$ cat src/rtl/burst_seq_pkg.sv
package burst_seq_pkg;
  typedef struct packed {
    logic load;
    logic step;
  } burstCtl_t;
endpackage

$ cat src/rtl/burst_seq_ctrl.sv
module burst_seq_ctrl
  import burst_seq_pkg::*;
(
  input  logic      procStrobe,
  input  logic      ctrlStrobe,
  input  logic      advance,
  input  logic      csN,
  input  logic      cs2,
  input  logic      cs3N,
  output burstCtl_t ctl
);
  logic chipOn;
  logic procGo;
  logic ctrlGo;

  always_comb begin
    chipOn   = ~csN & cs2 & ~cs3N;
    procGo   = procStrobe & ~csN;     // gated by csN only
    ctrlGo   = ctrlStrobe & chipOn;   // needs full selection
    ctl.load = procGo | ctrlGo;
    ctl.step = advance & ~ctl.load;   // start has priority
  end
endmodule

$ cat src/rtl/burst_seq_dp.sv
module burst_seq_dp
  import burst_seq_pkg::*;
#(
  parameter int ADDR_W = 8,
  parameter int BEAT_W = 2
) (
  input  logic              clk,
  input  logic              rstN,
  input  burstCtl_t         ctl,
  input  logic [ADDR_W-1:0] addrIn,
  input  logic              modeInterleave,
  output logic [ADDR_W-1:0] addrOut
);
  localparam int UPPER_W = ADDR_W - BEAT_W;

  logic [UPPER_W-1:0] upperQ;
  logic [BEAT_W-1:0]  startQ;
  logic [BEAT_W-1:0]  beatQ;
  logic [BEAT_W-1:0]  seqLow;

  always_ff @(posedge clk or negedge rstN) begin
    if (!rstN) begin
      upperQ <= '0;
      startQ <= '0;
      beatQ  <= '0;
    end else if (ctl.load) begin
      upperQ <= addrIn[ADDR_W-1:BEAT_W];
      startQ <= addrIn[BEAT_W-1:0];
      beatQ  <= '0;
    end else if (ctl.step) begin
      beatQ  <= beatQ + 1'b1;         // natural wrap after the last beat
    end
  end

  always_comb begin
    if (modeInterleave) seqLow = startQ ^ beatQ;
    else                seqLow = startQ + beatQ;
    addrOut = {upperQ, seqLow};
  end
endmodule

$ cat src/rtl/burst_seq_top.sv
module burst_seq_top
  import burst_seq_pkg::*;
#(
  parameter int ADDR_W = 8,
  parameter int BEAT_W = 2
) (
  input  logic              clk,
  input  logic              rstN,
  input  logic [ADDR_W-1:0] addrIn,
  input  logic              procStrobe,
  input  logic              ctrlStrobe,
  input  logic              advance,
  input  logic              csN,
  input  logic              cs2,
  input  logic              cs3N,
  input  logic              modeInterleave,
  output logic [ADDR_W-1:0] addrOut
);
  burstCtl_t ctl;

  burst_seq_ctrl u_ctrl (
    .procStrobe (procStrobe),
    .ctrlStrobe (ctrlStrobe),
    .advance    (advance),
    .csN        (csN),
    .cs2        (cs2),
    .cs3N       (cs3N),
    .ctl        (ctl)
  );

  burst_seq_dp #(.ADDR_W(ADDR_W), .BEAT_W(BEAT_W)) u_dp (
    .clk            (clk),
    .rstN           (rstN),
    .ctl            (ctl),
    .addrIn         (addrIn),
    .modeInterleave (modeInterleave),
    .addrOut        (addrOut)
  );
endmodule

$ cat config.mk
export PLATFORM = sky130hd
export DESIGN_NAME = burst_seq_top
export DESIGN_NICKNAME = d
export VERILOG_FILES = /design/src/rtl/burst_seq_pkg.sv /design/src/rtl/burst_seq_ctrl.sv /design/src/rtl/burst_seq_dp.sv /design/src/rtl/burst_seq_top.sv
export SDC_FILE = /design/constraint.sdc
export NUM_CORES = 1
export LEC_CHECK = 0
export BUFFER_PORTS_ARGS = -buffer_cell sky130_fd_sc_hd__buf_2
export CELL_PAD_IN_SITES_DETAIL_PLACEMENT = 1
export CELL_PAD_IN_SITES_GLOBAL_PLACEMENT = 1
export CORE_MARGIN = 5
export CORE_UTILIZATION = 27
export CTS_CLUSTER_DIAMETER = 80
export DETAILED_ROUTE_END_ITERATION = 12
export GPL_TIMING_DRIVEN = 0
export PLACE_DENSITY = 0.65
export SYNTH_ARGS = -nofsm -noshare
export SYNTH_HDL_FRONTEND = slang
export SYNTH_SLANG_ARGS = --single-unit
$ cat constraint.sdc
create_clock -name clk -period 1 [get_ports clk]
set_input_delay 0.15 -clock clk [delete_from_list [all_inputs] [get_ports clk]]
set_output_delay 0.15 -clock clk [all_outputs]
set_load 0.01 [all_outputs]
==> summary.txt <==
Global routing
  – Total GRT Usage: 0.0778
  – Initial antenna violation count: 0
  – Pin count of the biggest net entering global routing: 11
  – Vias in the first global route: 341
  – First-pass GRT wire length: 1500 um
  – GRT overflow: 0

Logic synthesis
  – Yosys reg bits: 10
  – Avg Inst Size Synth: 14.8 um2
  – Mapped cell area: 445 um2
  – Post-Syn Instances: 30
  – Count of warnings emitted by yosys: 0
  – Synthesized net count: between 40 and 50
  – Unique masters post-synth: 11
  – Seq/Total Area, Yosys: 0.562

Clock network
  – Clk sinks: 10
  – CTS max path bufs: 2
  – H-Tree Depth: 1
  – CTS Buf Count: 3
  – Clock transition at path regs: 0.07 ns
  – CTS tree: done
  – Root buffer cell: clkbuf_4
  – Worst skew pair latency: 0.26 ns

Placed design
  – Gp weighted congestion: between 0.6 and 0.7
  – Buffers on Ports: 24
  – Dpl hpwl: around 720 um
  – Placed inst area: 603 um2
  – Placed Cells: 70

STA
  – Max Freq: 0.744 GHz
  – Least-Margin Pin Slew: 0.331 ns
  – Max-slew headroom: 0.779
  – Final Hold Viols: 0
  – Final WS setup: -0.344 ns
  – Setup violators final: 2
  – RSZ-0062 raised after global routing: yes
  – Max-slew violation count: 0
  – Fin crit period: 1.34 ns
  – Fin crit share: 1.34
  – Clock skew: approximately 0.000016 ns

Worst setup path
  – WP data arrival: 1.19 ns
  – Critical-path maximum fanout: 2
  – Critical path type: flip-flop to primary output
  – CP endpoint kind: primary output
  – Worst setup SP type: flip-flop
  – Crit path required time: roughly 0.85 ns

Finish
  – Layout cells sized above 1: 0.750
  – Commonest non-fill, non-tap cells in the layout: buf_2 (23), dfrtp_1 (10), mux2_2 (8)
  – Non-Filler Instances: 76
  – Commonest non-fill, non-tap cell in the layout: buf_2
  – Area growth syn-to-layout: 52.8%
  – N_diodes: 0
  – Fin nets: 79
  – # fillers: 162
  – Post-route cell area: 681 um2

Floorplan
  – Starting density of the core: 0.289
  – Die H: 50.6 um
  – Ports: 25
  – Width of the die: 50.6 um
  – # rows: 14
  – Core footprint: 1540 um2
  – Die Area: 2560 um2

Run
  – Max_cap viols: 0

Outcome
  – Failing checks: negative setup slack
  – Status: finished, violations left

Route
  – Routed WL per cell: 11.3 um
  – Post-route DRC violation count: 0
  – Router iterations before antenna repair: 2
  – Vias: 336
  – Via-per-instance ratio: 4.42
  – Final WL: 862 um
  – Initial DRC Count: 3
  – ANT nets after route: 0

Power
  – Pleak: 0.337 nW
  – VDD IR max: 0.926 mV
  – Pwr Density: 1940 nW/um2
  – Overall power: 1.32 mW

Hold path
  – Hold WC Path Type: primary input to flip-flop
[report_power, final]
group	internal, mW	switching, mW
registers	0.480	0.0541
logic	0.257	0.175
clock network	0.221	0.134
[kinds of logic after synthesis]
group           count (synthesis)  synth area share
buf+inv                         1           0.00842
compound gates                  1            0.0365
xor+xnor                        4            0.0787
mux                             8             0.202
fa+ha+maj                       1            0.0281
flops                          10             0.562
simple gates                    5            0.0843
[per-layer routing]
metal | share of wire | global-route usage
met2 | 0.53 | 0.116
met4 | 0 | 0.0511
met1 | 0.40 | 0.0904
met3 | 0.067 | 0.0325
met5 | 0 | 0
[metrics by stage]
stage / hold WS, ns / util / setup TNS [ns] / setup slack [ns]
final: 0.113 / 0.442 / -0.561 / -0.344
after global routing: 0.101 / 0.442 / -0.658 / -0.400
after CTS: 0.104 / 0.430 / -0.606 / -0.375
after detailed placement: 0.0187 / 0.391 / -1.82 / -0.220
after global placement: 0.0200 / 0.391 / -1.81 / -0.219
after floorplan: -0.146 / - / -0.176 / -0.0212
[final timing paths]
path	startpoint	to	slack, ns	depth (start not counted)
worst max-delay path	u_dp.startQ[0]	addrOut[1]	-0.34	4
min in group asynchronous	rstN	u_dp.startQ[1]	0.27	2
max in group asynchronous	rstN	u_dp.upperQ[5]	0.54	2
worst min-delay path	addrIn[4]	u_dp.upperQ[2]	0.11	2
worst max register to register	u_dp.beatQ[0]	u_dp.beatQ[1]	0.09	4
worst min register to register	u_dp.upperQ[3]	u_dp.upperQ[3]	0.50	1
[repair_timing]
item,CTS,global route
endpoints found under the hold margin,10,0
endpoints found under the setup margin,2,3
setup buffers,1,0
hold buffers,1,0
gates resized for setup,1,3
pin swaps,2,1
[worst max-delay path, stage by stage, from the launching register on]
cell and delay, ns:
dfrtp_1 0.38, ha_2 0.18, nor2b_4 0.12, xnor2_2 0.11, buf_2 0.14
[state kept, by name (all words and copies together), names as in the netlist]
register and flops:
u_dp.startQ 2, u_dp.beatQ 2, u_dp.upperQ 6
[cells in the mapped netlist]
cell | count | area share
ha_1 | 1 | 0.028
a21oi_4 | 1 | 0.037
xor2_1 | 1 | 0.020
inv_1 | 1 | 0.0084
nand3b_4 | 1 | 0.045
mux2_2 | 8 | 0.20
nor2b_1 | 1 | 0.014
xnor2_1 | 3 | 0.059
nor2_1 | 2 | 0.017
nand2_1 | 1 | 0.0084
dfrtp_1 | 10 | 0.56
[area by class of cell]
class                      count  area [um2]  share of cell area
sequential                    10         250               0.368
multi-input combinational     19         226               0.333
clock buffer                   4        36.3              0.0533
inverter                       1        3.75             0.00551
timing repair buffer          26         144               0.211
tap                           16        20.0              0.0294
Power figures use the tool's default switching activity.
